### src/rtl/ext_irq_pkg.sv
package ext_irq_pkg;

  typedef enum logic [1:0] {
    SENSE_LOW  = 2'b00,
    SENSE_ANY  = 2'b01,
    SENSE_FALL = 2'b10,
    SENSE_RISE = 2'b11
  } sense_e;

  localparam int unsigned REG_AW = 2;
  localparam logic [REG_AW-1:0] ADDR_SENSE = 2'd0;
  localparam logic [REG_AW-1:0] ADDR_MASK  = 2'd1;
  localparam logic [REG_AW-1:0] ADDR_FLAG  = 2'd2;

  // Does a transition prev->cur match the requested edge mode?
  function automatic logic edge_match(sense_e mode, logic prev, logic cur);
    logic rise, fall;
    rise = !prev && cur;
    fall = prev && !cur;
    case (mode)
      SENSE_ANY:  edge_match = rise || fall;
      SENSE_FALL: edge_match = fall;
      SENSE_RISE: edge_match = rise;
      default:    edge_match = 1'b0;
    endcase
  endfunction

  // Level activity only exists in low-level mode.
  function automatic logic level_match(sense_e mode, logic cur);
    level_match = (mode == SENSE_LOW) && !cur;
  endfunction

endpackage

### src/rtl/eis_sync.sv
module eis_sync #(
  parameter int unsigned WIDTH   = 4,
  parameter int unsigned STAGES  = 2,
  parameter logic        RST_VAL = 1'b1
) (
  input  logic             clk,
  input  logic             rst_n,
  input  logic [WIDTH-1:0] async_i,
  output logic [WIDTH-1:0] sync_o
);

  logic [WIDTH-1:0] stage_q [STAGES];

  genvar s;
  generate
    for (s = 0; s < STAGES; s++) begin : g_stage
      if (s == 0) begin : g_first
        always_ff @(posedge clk or negedge rst_n) begin
          if (!rst_n) stage_q[0] <= {WIDTH{RST_VAL}};
          else        stage_q[0] <= async_i;
        end
      end else begin : g_next
        always_ff @(posedge clk or negedge rst_n) begin
          if (!rst_n) stage_q[s] <= {WIDTH{RST_VAL}};
          else        stage_q[s] <= stage_q[s-1];
        end
      end
    end
  endgenerate

  assign sync_o = stage_q[STAGES-1];

endmodule

### src/rtl/eis_edge_detect.sv
module eis_edge_detect
  import ext_irq_pkg::*;
(
  input  logic   clk,
  input  logic   rst_n,
  input  sense_e mode,
  input  logic   pin_cur,
  output logic   edge_hit,
  output logic   level_act
);

  logic pin_prev_q;

  always_ff @(posedge clk or negedge rst_n) begin
    if (!rst_n) pin_prev_q <= 1'b1;
    else        pin_prev_q <= pin_cur;
  end

  assign edge_hit  = edge_match(mode, pin_prev_q, pin_cur);
  assign level_act = level_match(mode, pin_cur);

  // the level path never fires in an edge mode
  level_only_low_chk: assert property (@(posedge clk) disable iff (!rst_n)
    level_act |-> (mode == SENSE_LOW && !pin_cur));

  // an edge hit always reflects a real change of the sample
  hit_needs_change_chk: assert property (@(posedge clk) disable iff (!rst_n)
    edge_hit |-> (pin_cur != pin_prev_q));

endmodule

### src/rtl/eis_regfile.sv
module eis_regfile
  import ext_irq_pkg::*;
#(
  parameter int unsigned LINES = 4,
  parameter int unsigned DW    = 8
) (
  input  logic              clk,
  input  logic              rst_n,
  input  logic              we,
  input  logic [REG_AW-1:0] addr,
  input  logic [DW-1:0]     wdata,
  input  logic [LINES-1:0]  edge_hit,
  input  logic [LINES-1:0]  ack,
  output logic [2*LINES-1:0] sense_q,
  output logic [LINES-1:0]  mask_q,
  output logic [LINES-1:0]  flag_q,
  output logic [DW-1:0]     rdata
);

  localparam int unsigned SW = 2 * LINES;

  logic             sense_we, mask_we, flag_we;
  logic [LINES-1:0] flag_clr;
  logic [LINES-1:0] flag_d;

  assign sense_we = we && (addr == ADDR_SENSE);
  assign mask_we  = we && (addr == ADDR_MASK);
  assign flag_we  = we && (addr == ADDR_FLAG);

  assign flag_clr = (flag_we ? wdata[LINES-1:0] : '0) | ack;
  // a fresh edge wins over a clear in the same cycle
  assign flag_d   = (flag_q & ~flag_clr) | edge_hit;

  always_ff @(posedge clk or negedge rst_n) begin
    if (!rst_n) begin
      sense_q <= '0;
      mask_q  <= '0;
      flag_q  <= '0;
    end else begin
      if (sense_we) sense_q <= wdata[SW-1:0];
      if (mask_we)  mask_q  <= wdata[LINES-1:0];
      flag_q <= flag_d;
    end
  end

  always_comb begin
    rdata = '0;
    case (addr)
      ADDR_SENSE: rdata[SW-1:0]    = sense_q;
      ADDR_MASK:  rdata[LINES-1:0] = mask_q;
      ADDR_FLAG:  rdata[LINES-1:0] = flag_q;
      default:    rdata = '0;
    endcase
  end

  genvar i;
  generate
    for (i = 0; i < LINES; i++) begin : g_chk

      low_no_flag_chk: assert property (@(posedge clk) disable iff (!rst_n)
        (sense_e'(sense_q[2*i +: 2]) == SENSE_LOW && !flag_q[i]) |=> !flag_q[i]);

      hit_sets_flag_chk: assert property (@(posedge clk) disable iff (!rst_n)
        edge_hit[i] |=> flag_q[i]);

      clear_write_chk: assert property (@(posedge clk) disable iff (!rst_n)
        (flag_we && wdata[i] && !edge_hit[i]) |=> !flag_q[i]);

      zero_write_keep_chk: assert property (@(posedge clk) disable iff (!rst_n)
        (flag_we && !wdata[i] && !ack[i] && flag_q[i]) |=> flag_q[i]);

      ack_clear_chk: assert property (@(posedge clk) disable iff (!rst_n)
        (ack[i] && !edge_hit[i]) |=> !flag_q[i]);
    end
  endgenerate

endmodule

### src/rtl/ext_irq_sense_ctrl.sv
module ext_irq_sense_ctrl
  import ext_irq_pkg::*;
#(
  parameter int unsigned LINES = 4,
  parameter int unsigned DW    = 8,
  parameter int unsigned SYNC  = 2
) (
  input  logic              clk,
  input  logic              rst_n,
  input  logic              reg_we,
  input  logic [REG_AW-1:0] reg_addr,
  input  logic [DW-1:0]     reg_wdata,
  output logic [DW-1:0]     reg_rdata,
  input  logic [LINES-1:0]  pin_in,
  input  logic              global_en,
  input  logic [LINES-1:0]  irq_ack,
  output logic [LINES-1:0]  irq_req
);

  logic [LINES-1:0]   pin_sync;
  logic [LINES-1:0]   edge_hit;
  logic [LINES-1:0]   level_act;
  logic [2*LINES-1:0] sense_q;
  logic [LINES-1:0]   mask_q;
  logic [LINES-1:0]   flag_q;
  logic [LINES-1:0]   line_active;

  eis_sync #(.WIDTH(LINES), .STAGES(SYNC), .RST_VAL(1'b1)) u_sync (
    .clk     (clk),
    .rst_n   (rst_n),
    .async_i (pin_in),
    .sync_o  (pin_sync)
  );

  genvar i;
  generate
    for (i = 0; i < LINES; i++) begin : g_line
      sense_e mode_i;
      assign mode_i = sense_e'(sense_q[2*i +: 2]);

      eis_edge_detect u_det (
        .clk       (clk),
        .rst_n     (rst_n),
        .mode      (mode_i),
        .pin_cur   (pin_sync[i]),
        .edge_hit  (edge_hit[i]),
        .level_act (level_act[i])
      );

      assign line_active[i] = (mode_i == SENSE_LOW) ? level_act[i] : flag_q[i];
    end
  endgenerate

  eis_regfile #(.LINES(LINES), .DW(DW)) u_regs (
    .clk      (clk),
    .rst_n    (rst_n),
    .we       (reg_we),
    .addr     (reg_addr),
    .wdata    (reg_wdata),
    .edge_hit (edge_hit),
    .ack      (irq_ack),
    .sense_q  (sense_q),
    .mask_q   (mask_q),
    .flag_q   (flag_q),
    .rdata    (reg_rdata)
  );

  assign irq_req = global_en ? (line_active & mask_q) : '0;

  generate
    for (i = 0; i < LINES; i++) begin : g_req_chk

      req_gated_chk: assert property (@(posedge clk) disable iff (!rst_n)
        irq_req[i] |-> (global_en && mask_q[i]));
    end
  endgenerate


  always_comb begin
    if (rst_n && reg_addr != ADDR_SENSE)
      upper_zero_chk: assert (reg_rdata[DW-1:LINES] == '0);
  end

endmodule

### config.mk
export PLATFORM = sky130hd
export DESIGN_NAME = ext_irq_sense_ctrl
export DESIGN_NICKNAME = d
export VERILOG_FILES = /design/src/rtl/ext_irq_pkg.sv /design/src/rtl/eis_sync.sv /design/src/rtl/eis_edge_detect.sv /design/src/rtl/eis_regfile.sv /design/src/rtl/ext_irq_sense_ctrl.sv
export SDC_FILE = /design/constraint.sdc
export NUM_CORES = 1
export LEC_CHECK = 0
export BUFFER_PORTS_ARGS = -buffer_cell sky130_fd_sc_hd__buf_2
export CORE_ASPECT_RATIO = 1.5
export CORE_MARGIN = 8
export CORE_UTILIZATION = 47
export CTS_CLUSTER_SIZE = 8
export DETAILED_ROUTE_END_ITERATION = 8
export GPL_TIMING_DRIVEN = 0
export PLACE_DENSITY = 0.71
export SLEW_MARGIN = 20
export SYNTH_ARGS = -nofsm -noshare
export SYNTH_HDL_FRONTEND = slang
export SYNTH_SLANG_ARGS = --single-unit
### constraint.sdc
create_clock -name clk -period 1.3 [get_ports clk]
set_input_delay 0.13 -clock clk [delete_from_list [all_inputs] [get_ports clk]]
set_output_delay 0.13 -clock clk [all_outputs]
set_load 0.005 [all_outputs]
Yosys cells after proc, flatten, opt, wreduce, memory -nomap -nowiden
Cells that the tools add are included.
{"block": "op_classes", "n_eq_ne": 14, "muxes": 12, "n_bitwise": 5, "n_reduce_logical": 32}
{"operator": "2-bit equality test, second input constant", "n": 9}
{"operator": "1-bit logical AND", "n": 15}
{"operator": "4-bit two-way mux", "n": 3}
{"operator": "1-bit case mux with 3 select lines", "n": 4}
{"operator": "4-bit case mux with 3 select lines", "n": 1}
{"operator": "2-bit by 1-bit equality test with 1-bit output, second input constant", "n": 5}
{"operator": "2-bit logical NOT", "n": 5}
{"operator": "4-bit bitwise AND", "n": 2}
{"operator": "1-bit logical NOT", "n": 8}
{"operator": "4-bit bitwise OR", "n": 2}
{"operator": "1-bit logical OR", "n": 4}
{"operator": "1-bit two-way mux", "n": 4}
{"operator": "4-bit NOT", "n": 1}
{"block": "totals", "regBits": 28, "out_inout_bits": 12, "in_bits": 22}

Logic depth before layout (Yosys ltp)
Gate-level depths: netlist of the first run.
{"block": "logic_depth", "depth_word": 7, "depth_mapped": 5}

Cells and area by module
From an unflattened synthesis of the first run, not the netlist that was laid out.
{"block": "hier_totals", "cells_unflattened": 122, "hier_area_um2": 1457.6}
{"mod": "eis_regfile", "instances": 1, "cells_each": 58, "seq_area_each_um2": 400.4, "area_per_inst_um2": 767.0}
{"mod": "eis_edge_detect", "instances": 4, "cells_each": 9, "seq_area_each_um2": 26.3, "area_per_inst_um2": 90.1}
{"mod": "eis_sync", "instances": 1, "cells_each": 12, "seq_area_each_um2": 210.2, "area_per_inst_um2": 240.2}
{"mod": "ext_irq_sense_ctrl", "instances": 1, "cells_each": 16, "seq_area_each_um2": 0.0, "area_per_inst_um2": 90.1}

Worst setup path after synthesis of the first run
No wires, ideal clock.
{"block": "synth_timing", "path_type": "register -> register", "from": "register g_line[0].u_det.pin_prev_q", "to": "register u_regs.flag_q[0]", "setup_ps": 124, "period_less_slack_ps": 1264, "n_path_buf": 0, "path_slack_ps": 36, "arrival_ps": 1141, "path_stages_with_launch": 5, "path_cell_list": "dfstp_2 > inv_1 > ha_1 > o21ai_0 > a211o_1"}
{"block": "synth_between", "elab_chain_cells": 5, "elab_cells_between_ends": 6, "cone_classes": "mux (1); bitwise (1); reduce/logical (4)"}
{"item": "start, declared", "line_no": "eis_edge_detect.sv:12", "text": "logic pin_prev_q;"}
{"item": "start signal, assigned", "line_no": "eis_edge_detect.sv:16", "text": "else pin_prev_q <= pin_cur;"}
{"item": "1-bit logical NOT", "line_no": "ext_irq_pkg.sv:18", "text": "rise = !prev && cur;"}
{"item": "1-bit logical AND", "line_no": "ext_irq_pkg.sv:18"}
{"item": "1-bit logical OR", "line_no": "ext_irq_pkg.sv:21", "text": "SENSE_ANY: edge_match = rise || fall;"}
{"item": "1-bit case mux with 3 select lines (*)", "line_no": "ext_irq_pkg.sv:20", "text": "case (mode)"}
{"item": "4-bit bitwise OR (*)", "line_no": "eis_regfile.sv:32", "text": "assign flag_d = (flag_q & ~flag_clr) | edge_hit;"}
{"item": "via u_regs.flag_d[0]", "line_no": "eis_regfile.sv:24", "text": "logic [LINES-1:0] flag_d;"}
{"item": "end signal, assigned", "line_no": "eis_regfile.sv:42", "text": "flag_q <= flag_d;"}
{"item": "end, declared", "line_no": "eis_regfile.sv:16", "text": "output logic [LINES-1:0] flag_q,"}
Mark *: on every way through the listed nets, which the timed path passes. The rest lies on a longest branch.
A chain may end at the register's enable or synchronous reset.

Worst setup path in the final report of the first run
{"block": "layout_timing", "from": "register u_regs.sense_q[1]", "to": "output port irq_req[0]"}
{"block": "layout_between", "elab_chain_cells": 5}
{"item": "start, declared", "line_no": "eis_regfile.sv:14", "text": "output logic [2*LINES-1:0] sense_q,"}
{"item": "start signal, assigned", "line_no": "eis_regfile.sv:40", "text": "if (sense_we) sense_q <= wdata[SW-1:0];"}
{"item": "2-bit logical NOT (*)", "line_no": "ext_irq_pkg.sv:30, ext_irq_sense_ctrl.sv:50"}
{"item": "1-bit logical AND", "line_no": "ext_irq_pkg.sv:30", "text": "level_match = (mode == SENSE_LOW) && !cur;"}
{"item": "1-bit two-way mux (*)", "line_no": "ext_irq_sense_ctrl.sv:50", "text": "assign line_active[i] = (mode_i == SENSE_LOW) ? level_act[i] : flag_q[i];"}
{"item": "4-bit bitwise AND (*)", "line_no": "ext_irq_sense_ctrl.sv:68", "text": "assign irq_req = global_en ? (line_active & mask_q) : '0;"}
{"item": "4-bit two-way mux (*)", "line_no": "ext_irq_sense_ctrl.sv:68"}
{"item": "end, declared", "line_no": "ext_irq_sense_ctrl.sv:17", "text": "output logic [LINES-1:0] irq_req"}
Every way passes the cells marked *; elsewhere a longest branch is shown, timed or not.

==> results of run 1 <==
worst min path at each step:
stage / startpoint / endpoint / slack (ns) / cells after the start
finish: reg_wdata[5] / u_regs.sense_q[5]$_DFFE_PN0P_ / 0.09 / 2
global route: reg_wdata[5] / u_regs.sense_q[5]$_DFFE_PN0P_ / 0.09 / 2
CTS: reg_wdata[5] / u_regs.sense_q[5]$_DFFE_PN0P_ / 0.09 / 2
detailed placement: rst_n / u_regs.flag_q[0]$_DFF_PN0_ / 0.18 / 1
global placement: rst_n / u_regs.flag_q[0]$_DFF_PN0_ / 0.17 / 1
floorplan: rst_n / u_regs.flag_q[0]$_DFF_PN0_ / -0.17 / 0
state kept, by name (all words and copies together), names as in the netlist:
signal / count
u_regs.flag_q: 4
u_regs.mask_q: 4
u_regs.sense_q: 8
u_sync.stage_q: 4
g_line.u_det.pin_prev_q: 4
u_sync.sync_o: 4
metal layers:
metal / track usage / vias up
met5: 0 / -
met4: 0.0384 / 0
met3: 0.0324 / 6
met2: 0.248 / 34
met1: 0.143 / 538
li1: - / 525
cells by family after synthesis:
kind of cell,after synthesis,synth area share
flops,28,0.505
simple gates,36,0.131
compound gates,21,0.0918
mux,17,0.162
fa+ha+maj,8,0.0706
buf+inv,11,0.0397
cells in the mapped netlist:
library cell	instances	area, µm²
a211o_1	4	35.0
a211oi_1	2	15.0
a21oi_1	4	20.0
and2_1	4	25.0
and2_4	1	8.76
and3_1	2	12.5
and3b_1	1	8.76
buf_6	2	22.5
dfrtp_1	16	400
dfstp_2	12	315
ha_1	8	100
inv_1	9	33.8
mux2_4	12	180
mux2i_1	5	50.1
nand2_1	13	48.8
nand2_2	1	6.26
nand2b_1	4	25.0
nor2_1	8	30.0
nor2_2	1	6.26
nor2b_4	1	13.8
o21ai_0	9	45.0
o31ai_1	2	15.0
worst reg2reg max path, cell delays in order, from the launching register on:
cell     delay, ns
dfstp_2       0.56
inv_2         0.05
ha_4          0.25
o21ai_2       0.04
a211o_1       0.29
timing repair:
action | in CTS | in global routing
setup endpoints to repair | 8 | 12
hold buffers | 5 | 0
resized for setup | 10 | 15
buffers inserted | 13 | 4
endpoints found under the hold margin | 20 | 0
pin swaps | 12 | 9
power by group:
part	internal (mW)	switching [mW]
clock	0.208	0.254
combinational	0.401	0.270
sequential	1.01	0.116
total	1.62	0.639
cell type report:
cell class | count | area, µm² | share of cell area
multi-input combinational | 82 | 704 | 0.368
buffer | 2 | 22.5 | 0.0118
sequential | 28 | 717 | 0.375
clock buffer | 3 | 41.3 | 0.0216
tap | 39 | 48.8 | 0.0255
timing repair buffer | 54 | 345 | 0.181
inverter | 9 | 33.8 | 0.0177
cells in the final DEF (no fill, tap or decap):
master / count
o31ai_2: 1
o21ai_1: 6
a211oi_1: 2
clkbuf_8: 3
buf_6: 4
ha_1: 5
nor2_2: 3
and3b_1: 1
ha_4: 3
inv_1: 5
a211o_1: 4
mux2_4: 12
dfrtp_2: 1
nor2b_4: 1
a21oi_1: 4
nand2_1: 13
and2_1: 4
nand2_2: 1
and2_4: 1
dlygate4sd3_1: 5
o21ai_2: 3
dfstp_2: 12
o31ai_1: 1
dfrtp_1: 15
buf_2: 32
mux2i_1: 5
nor2_1: 6
inv_2: 4
buf_4: 15
and3_1: 2
nand2b_1: 4
per-stage QoR:
step | cells | hold WS (ns) | total power, mW
after floorplan | 121 | -0.166 | 1.42
after detailed placement | 192 | 0.184 | 1.61
after global routing | 217 | 0.0884 | 2.39
final | 217 | 0.0861 | 2.26
after CTS | 213 | 0.0852 | 2.22
after global placement | 192 | 0.168 | 1.57
==> summary.txt, run 1 <==
Run status
  – Run status: complete, but fails checks
  – Failing checks: setup timing

Timing
  – Max frequency: 741 MHz
  – Setup ws final: -0.0497 ns
  – Count of final hold-check violations: 0
  – RSZ-0062 raised after global routing: true
  – Max Slew Vio Count: 0
  – Slew at the pin closest to its max-slew limit: 0.606 ns
  – Slew HR: 0.596
  – Period utilization: 1.04
  – Setup TNS Final: -0.141 ns
  – Fin Clk Skew: 0.000848 ns
  – Final worst path period need: 1.35 ns
  – Final setup fails: 6

Global routing
  – Antenna violations before repair: 0
  – First-pass GRT wire length: 5370 µm
  – Overflow after GRT: 0
  – Vias in the first global route: 1217
  – GRT Total Usage: 0.136
  – Largest net degree at the start of global routing: 29

Floorplanning
  – Core area: 2880 µm²
  – Ports: 34
  – Full die area: 5070 µm²
  – Core Rows: 24
  – Die height: 83.3 µm
  – Die Width: 60.8 µm
  – Starting Density: 0.492

Clock tree
  – CTS buffer count: 3
  – Clock-pin slew on the worst setup and hold paths: 0.09 ns
  – CTS tree: yes
  – Clk sink count: 28
  – H-tree Lvls: 1
  – Root Driver: clkbuf_8
  – Worst skew pair latency: 0.27 ns
  – CTS max path bufs: 2

Logic synthesis
  – Mapped Area: 1420 µm²
  – Avg Inst Size Synth: 11.7 µm²
  – Net Count, Synth: 151
  – Synth Register Bits: 28
  – Synth unique cells: 22
  – Synthesized instance count: 121
  – Share of the yosys chip area belonging to registers: 0.505
  – Synthesis Warnings: 0

Critical path
  – WP depth: 3
  – CP max-delay cell: dfrtp_2
  – Worst Path Required: 1.17 ns
  – Buf+Inv Stages, Crit Path: 1
  – CP endpoint: irq_req[0]
  – Reg-to-reg setup timing slack: 0 ns
  – Critical path startpoint: u_regs.sense_q[1]$_DFFE_PN0P_
  – Worst path cell trace: o31ai_2 -> and3_1 -> buf_2
  – Critical path class: flip-flop to output port
  – Critical path's largest stage delay: 0.45 ns
  – R2R depth: 4
  – CP max FO: 4
  – CP delay by family, top: flip-flops
  – Worst r2r dst: u_regs.flag_q[2]$_DFF_PN0_
  – CP endpoint kind: output port
  – Reg-to-reg startpoint: g_line[2].u_det.pin_prev_q$_DFF_PN1_
  – CP Launch Type: flip-flop
  – CP arrival: 1.22 ns

Route
  – Wl on met1: 1330 µm
  – Avg Vias per Cell: 5.08
  – Antenna-violating nets left: 0
  – Top routing layer used: met4
  – Met3 routed WL: 215 µm
  – 1st-iter DRT viols: 30
  – Metal2 WL: 1720 µm
  – DRC: 0
  – WL final: 3310 µm
  – Initial DRT Pass Iterations: 4
  – DR vias: 1103
  – WL/cell: 15.3 µm

Cells and area
  – Antenna Cells: 0
  – Area delta synth->final: 35.0%
  – # fillers: 250
  – Fin nets: 210
  – Final instance area: 1910 µm²
  – Proportion of layout cells with a drive suffix above 1: 0.539
  – Post-layout util: 0.664

Place
  – Place WS: -0.0361 ns
  – GP Congestion: 0.778
  – Placed instance area: 1630 µm²
  – Post-DP HPWL: 2270 µm
  – Port bufs: 32

Power and ir drop
  – Leakage power figure: 0.972 nW
  – Cell Pwr Density: 1180 nW/µm²
  – Peak supply drop: 1100 µV

Min path
  – Hold crit path type: input port to flip-flop

Flow run
  – Max cap viols: 0
Note: power is estimated with default switching activity, not from simulation.
==> run 2, diff against run 1 <==
- RECOVER_POWER: not set -> 25
==> run 2 against run 1 <==
Compared with the run above:
- the run still ends with setup timing left
- core utilization shrank 0.35 points
- global-route usage stayed put
- power shrank 0.23%
==> summary.txt, run 2 (synthesis gave the netlist of run 1 again) <==
Clock tree
  – Clock-pin slew on the worst setup and hold paths: 0.09 ns (about the same)
  – H-tree Lvls: 1 (unchanged)
  – CTS max path bufs: 2 (unchanged)
  – Root Driver: clkbuf_8
  – Clk sink count: 28 (unchanged)
  – CTS tree: yes
  – CTS buffer count: 3 (unchanged)
  – Worst skew pair latency: 0.27 ns (about the same)

Route
  – DRC: 0 (unchanged)
  – Antenna-violating nets left: 0 (unchanged)
  – DR vias: 1101 (-0.18%)
  – 1st-iter DRT viols: 26 (-13%)
  – WL final: 3300 µm (-0.30%)
  – Initial DRT Pass Iterations: 4 (unchanged)
  – WL/cell: 15.2 µm (-0.30%)
  – Avg Vias per Cell: 5.07 (-0.18%)

Global routing
  – GRT Total Usage: 0.136 (unchanged)
  – Overflow after GRT: 0 (unchanged)
  – Largest net degree at the start of global routing: 29 (unchanged)
  – First-pass GRT wire length: 5370 µm (unchanged)
  – Antenna violations before repair: 0 (unchanged)
  – Vias in the first global route: 1217 (unchanged)

Place
  – GP Congestion: 0.778 (unchanged)
  – Place WS: -0.0361 ns (unchanged)
  – Port bufs: 32 (unchanged)
  – Post-DP HPWL: 2270 µm (unchanged)
  – Cells after DPL: 192 (unchanged)

Timing
  – Period utilization: 1.04 (about the same)
  – Slew HR: 0.597 (+0.00107)
  – Max frequency: 741 MHz (about the same)
  – Final worst path period need: 1.35 ns (-0.000537 ns)
  – Fin Clk Skew: 0.00109 ns (+0.000244 ns)
  – RSZ-0062 raised after global routing: true
  – Max Slew Vio Count: 0 (unchanged)
  – Final setup fails: 6 (unchanged)
  – Count of final hold-check violations: 0 (unchanged)
  – Setup ws final: -0.0492 ns (+0.000537 ns)
  – Slew at the pin closest to its max-slew limit: 0.604 ns (-0.00161 ns)

Critical path
  – CP max FO: 4 (unchanged)
  – CP max-delay cell: dfrtp_2
  – CP Launch Type: flip-flop
  – CP arrival: 1.22 ns (about the same)
  – CP endpoint kind: output port
  – Worst path cell trace: o31ai_2 -> and3_1 -> buf_2
  – CP delay by family, top: flip-flops
  – Critical path's largest stage delay: 0.45 ns (about the same)
  – Buf+Inv Stages, Crit Path: 1 (unchanged)
  – Critical path class: flip-flop to output port
  – Worst Path Required: 1.17 ns (about the same)

Floorplanning
  – Starting Density: 0.492 (unchanged)
  – Full die area: 5070 µm² (unchanged)
  – Die Width: 60.8 µm (unchanged)
  – Ports: 34 (unchanged)
  – Die height: 83.3 µm (unchanged)
  – Core Rows: 24 (unchanged)
  – Core area: 2880 µm² (unchanged)

Power and ir drop
  – Cell Pwr Density: 1180 nW/µm² (+0.29%)
  – Reg power frac: 0.500 (about the same)
  – Clk pwr share: 0.204 (about the same)
  – Internal: 1.62 mW (-0.17%)
  – Overall Power: 2.25 mW (-0.23%)
  – Sw power: 637 µW (-0.40%)
  – Combinational Power Share: 0.296 (about the same)
  – Switch share: 0.282 (-0.000461)
  – Peak supply drop: 1100 µV (-0.22%)
  – Leakage power figure: 0.966 nW (-0.63%)

Cells and area
  – Commonest non-fill, non-tap cells in the layout: buf_2 (32), buf_4 (15), dfrtp_1 (15)
  – Number of flip-flops in the largest register: 8 (unchanged)
  – Commonest non-fill, non-tap cell in the layout: buf_2
  – Top reg by flops: u_regs.sense_q
  – Final std cells w/o fill: 217 (unchanged)
  – Antenna Cells: 0 (unchanged)
  – Fin nets: 210 (unchanged)
  – Area delta synth->final: 34.2%
  – Proportion of layout cells with a drive suffix above 1: 0.522 (-0.0169)

Flow run
  – Max cap viols: 0 (unchanged)

Run status
  – Run status: complete, but fails checks
  – Failing checks: setup timing

Min path
  – Hold crit path type: input port to flip-flop
==> run 2: changes by cell type in the layout (fill, tap and decap cells not counted) <==
cell	before	now
dfstp_1	0	1
dfstp_2	12	11
nand2_1	13	14
nand2_2	1	0
nor2b_1	0	1
nor2b_4	1	0
==> run 2: per-stage QoR <==
step	setup TNS, ns	instance area, µm²	hold WS [ns]	utilization
floorplan	0	1420	-0.166	-
global placement	0	1630	0.168	0.564
detailed placement	-0.0989	1630	0.184	0.564
CTS	-0.155	1830	0.0852	0.635
global route	-0.710	1900	0.0884	0.660
finish	-0.144	1900	0.0863	0.660
==> run 2: layout make-up <==
type	instances	area, µm²
Fill cell	253	980
Sequential cell	28	717
Multi-Input combinational cell	82	694
Timing Repair Buffer	54	345
Tap cell	39	48.8
Clock buffer	3	41.3
Inverter	9	33.8
Buffer	2	22.5
==> run 2: path summary, 6_finish.rpt <==
path / startpoint / endpoint / slack, ns / cells past startpoint
max in group asynchronous: rst_n / u_regs.sense_q[1]$_DFFE_PN0P_ / 0.47 / 2
worst max-delay path: u_regs.sense_q[1]$_DFFE_PN0P_ / irq_req[0] / -0.05 / 3
worst min register to register: u_sync.stage_q[6]$_DFF_PN1_ / u_sync.sync_o[2]$_DFF_PN1_ / 0.36 / 0
min in group asynchronous: rst_n / u_regs.flag_q[0]$_DFF_PN0_ / 0.40 / 2
worst min-delay path: reg_wdata[5] / u_regs.sense_q[5]$_DFFE_PN0P_ / 0.09 / 2
worst max register to register: g_line[2].u_det.pin_prev_q$_DFF_PN1_ / u_regs.flag_q[2]$_DFF_PN0_ / 0 / 4
==> run 2: what timing repair did <==
action | 4_1_cts | 5_1_grt
hold buffers | 5 | 0
buffers inserted | 13 | 4
gates resized for setup | 10 | 15
endpoints found under the hold margin | 20 | 0
setup endpoints to repair | 8 | 12
pin swaps | 12 | 9
gates cloned | 0 | 0
==> run 2: power groups by stage <==
stage / Sequential (mW) / Combinational [mW] / Clock [mW]
detailed placement: 1.16 / 0.449 / 0
floorplan: 1.12 / 0.303 / 0
global route: 1.14 / 0.731 / 0.508
CTS: 1.12 / 0.626 / 0.473
global placement: 1.15 / 0.427 / 0
finish: 1.13 / 0.667 / 0.461
==> run 2: routing by layer <==
metal,up-vias,track usage,share of wire
met5,-,0,0
met4,0,0.0384,0.013
met3,6,0.0324,0.071
met2,38,0.248,0.52
met1,532,0.143,0.39
li1,525,-,-
==> run 3, diff against run 2 <==
- CORE_UTILIZATION: 47 -> 52
- CTS_CLUSTER_SIZE: 8 -> 16
- PLACE_DENSITY: 0.71 -> 0.75
- clock period: 1.3 -> 1.5 ns (I/O delays scaled with it)
==> run 3 against run 2 <==
Compared with the run above:
- the run now ends clean
- flip-flop and latch count unchanged
- routed wire length decreased by 12%
- setup slack improved by 0.11 ns
- global-route usage shrank 0.84 points
- worst hold slack gained 0.010 ns
- sequential power decreased by 12%
- non-clock buffer count fell by 13
- critical path depth is 1 higher
- design area decreased by 7.2%
- first-iteration DRC count up 3.8%
- combinational power is 38% lower
- register-to-register slack better by 0.17 ns
- critical endpoint is now irq_req[3]
- largest cell class unchanged
- largest power group unchanged
- highest routed layer unchanged
==> summary.txt, run 3 (synthesis gave the netlist of run 1 again) <==
Route
  – Avg Vias per Cell: 5.02 (-1.1%)
  – Initial DRT Pass Iterations: 4 (unchanged)
  – WL/cell: 14.3 µm (-6.2%)
  – WL final: 2900 µm (-12%)
  – Antenna-violating nets left: 0 (unchanged)
  – DR vias: 1019 (-7.4%)
  – 1st-iter DRT viols: 27 (+3.8%)
  – DRC: 0 (unchanged)

Critical path
  – Critical path class: flip-flop to output port
  – CP arrival: 1.29 ns (+0.07 ns)
  – CP max FO: 5 (+1)
  – CP Launch Type: flip-flop
  – Worst Path Required: 1.35 ns (+0.18 ns)
  – CP endpoint kind: output port

Min path
  – Hold crit path type: input port to flip-flop

Floorplanning
  – Die height: 79.9 µm (-4.0%)
  – Die Width: 58.6 µm (-3.6%)
  – Starting Density: 0.535 (+0.0437)
  – Core area: 2650 µm² (-8.2%)
  – Core Rows: 23 (-4.2%)
  – Ports: 34 (unchanged)
  – Full die area: 4690 µm² (-7.5%)

Global routing
  – Overflow after GRT: 0 (unchanged)
  – Met2 Use GR: 0.226 (-0.0221)
  – Largest net degree at the start of global routing: 29 (unchanged)
  – Vias in the first global route: 1081 (-11%)
  – First-pass GRT wire length: 4630 µm (-14%)
  – Gr busiest metal: met2
  – Antenna violations before repair: 0 (unchanged)
  – GRT met1 Usage: 0.131 (-0.0118)
  – GRT Total Usage: 0.127 (-0.00835)
  – Met3 usage in global routing: 0.0371 (+0.00469)

Place
  – Post-DP HPWL: 2170 µm (-4.5%)
  – GP Congestion: 0.787 (+1.1%)
  – Placed instance area: 1620 µm² (-0.15%)
  – Port bufs: 32 (unchanged)

Timing
  – Count of final hold-check violations: 0 (unchanged)
  – Period utilization: 0.961
  – RSZ-0062 raised after global routing: false
  – Slew HR: 0.603 (+0.00526)
  – Final worst path period need: 1.44 ns
  – Slew at the pin closest to its max-slew limit: 0.596 ns (-0.00789 ns)
  – Max frequency: 694 MHz
  – WHS: 0.0967 ns (+0.0103 ns)
  – Final setup fails: 0 (-6)
  – Setup TNS Final: 0 ns (+0.144 ns)
  – Max Slew Vio Count: 0 (unchanged)
  – Fin Clk Skew: 0.00264 ns (+0.00154 ns)

Cells and area
  – Area delta synth->final: 24.5%
  – Proportion of layout cells with a drive suffix above 1: 0.404 (-0.119)
  – Number of flip-flops in the largest register: 8 (unchanged)
  – Antenna Cells: 0 (unchanged)
  – Final instance area: 1770 µm² (-7.2%)
  – Top reg by flops: u_regs.sense_q
  – Commonest non-fill, non-tap cell in the layout: buf_2
  – Commonest non-fill, non-tap cells in the layout: buf_2 (32), nand2_1 (14), dfrtp_1 (12)
  – Fin nets: 197 (-6.2%)

Power and ir drop
  – Leakage power figure: 0.899 nW (-6.9%)
  – Peak supply drop: 925 µV (-16%)
  – Cell Pwr Density: 1130 nW/µm² (-4.4%)

Clock tree
  – CTS max path bufs: 2 (unchanged)
  – Worst skew pair latency: 0.28 ns (about the same)
  – H-tree Lvls: 1 (unchanged)
  – Clock-pin slew on the worst setup and hold paths: 0.09 ns (about the same)
  – Root Driver: clkbuf_8
  – Clk sink count: 28 (unchanged)
  – CTS buffer count: 3 (unchanged)
  – CTS tree: yes

Flow run
  – Max cap viols: 0 (unchanged)

Run status
  – Run status: complete, no violations
## run 3: cell count changes in the layout (fill, tap and decap cells not counted), moves of 3 or more
cell	before	now
dfrtp_2	1	4
ha_4	3	0
buf_4	15	4
dfstp_1	1	4
inv_2	4	0
dfrtp_1	15	12
dfstp_2	11	8
ha_1	5	8
o21ai_0	0	9
o21ai_1	6	0
o21ai_2	3	0
inv_1	5	9
## run 3: path summary, 6_finish.rpt
| path | end | slack (ns) | startpoint | depth (start not counted) |
|---|---|---|---|---|
| setup / recovery | irq_req[3] | 0.06 | u_regs.sense_q[6]$_DFFE_PN0P_ | 4 |
| hold / removal | u_regs.sense_q[7]$_DFFE_PN0P_ | 0.1 | reg_wdata[7] | 2 |
| setup reg to reg | u_regs.flag_q[2]$_DFF_PN0_ | 0.17 | g_line[2].u_det.pin_prev_q$_DFF_PN1_ | 4 |
| hold reg to reg | u_sync.sync_o[2]$_DFF_PN1_ | 0.37 | u_sync.stage_q[6]$_DFF_PN1_ | 0 |
| max in group asynchronous | u_regs.sense_q[1]$_DFFE_PN0P_ | 0.67 | rst_n | 2 |
| min in group asynchronous | u_regs.flag_q[0]$_DFF_PN0_ | 0.40 | rst_n | 2 |
## run 3: metrics by stage
step / utilization / total power [mW] / instances / setup WS [ns]
after floorplan: - / 1.23 / 121 / 0.236
after global placement: 0.613 / 1.36 / 190 / 0.221
after detailed placement: 0.613 / 1.39 / 190 / 0.174
after CTS: 0.659 / 1.99 / 199 / 0.0443
after global routing: 0.667 / 2.10 / 203 / 0.00320
final: 0.667 / 2.00 / 203 / 0.0590
## run 3: routing by layer
metal / up-vias / routed length [µm]
met5: - / 0
met4: 0 / 52
met3: 5 / 208
met2: 30 / 1500
met1: 486 / 1140
li1: 498 / -
## run 3: what timing repair did
item,in CTS,in global routing
hold endpoints to repair,20,0
hold buffers,5,0
setup buffers,0,4
gates resized for setup,0,5
endpoints found under the setup margin,0,4
## run 3: critical path: stages (launching register included)
cell and delay [ns]:
dfrtp_1 0.43, nor2_1 0.15, nor2_1 0.05, a211oi_1 0.22, buf_2 0.16
## run 3: report_power, final
part           switching [mW]  total [mW]  internal [mW]  leakage, nW
registers               0.114       0.992          0.877        0.312
logic                   0.164       0.414          0.250        0.551
clock network           0.237       0.594          0.358       0.0357
## run 3: final cells by class
| cell class | instances | area [µm²] |
|---|---|---|
| Buffer | 2 | 22.5 |
| Clock inverter | 1 | 30.0 |
| Tap cell | 37 | 46.3 |
| Sequential cell | 28 | 721 |
| Timing Repair Buffer | 41 | 240 |
| Fill cell | 230 | 882 |
| Clock buffer | 3 | 41.3 |
| Multi-Input combinational cell | 82 | 631 |
| Inverter | 9 | 33.8 |
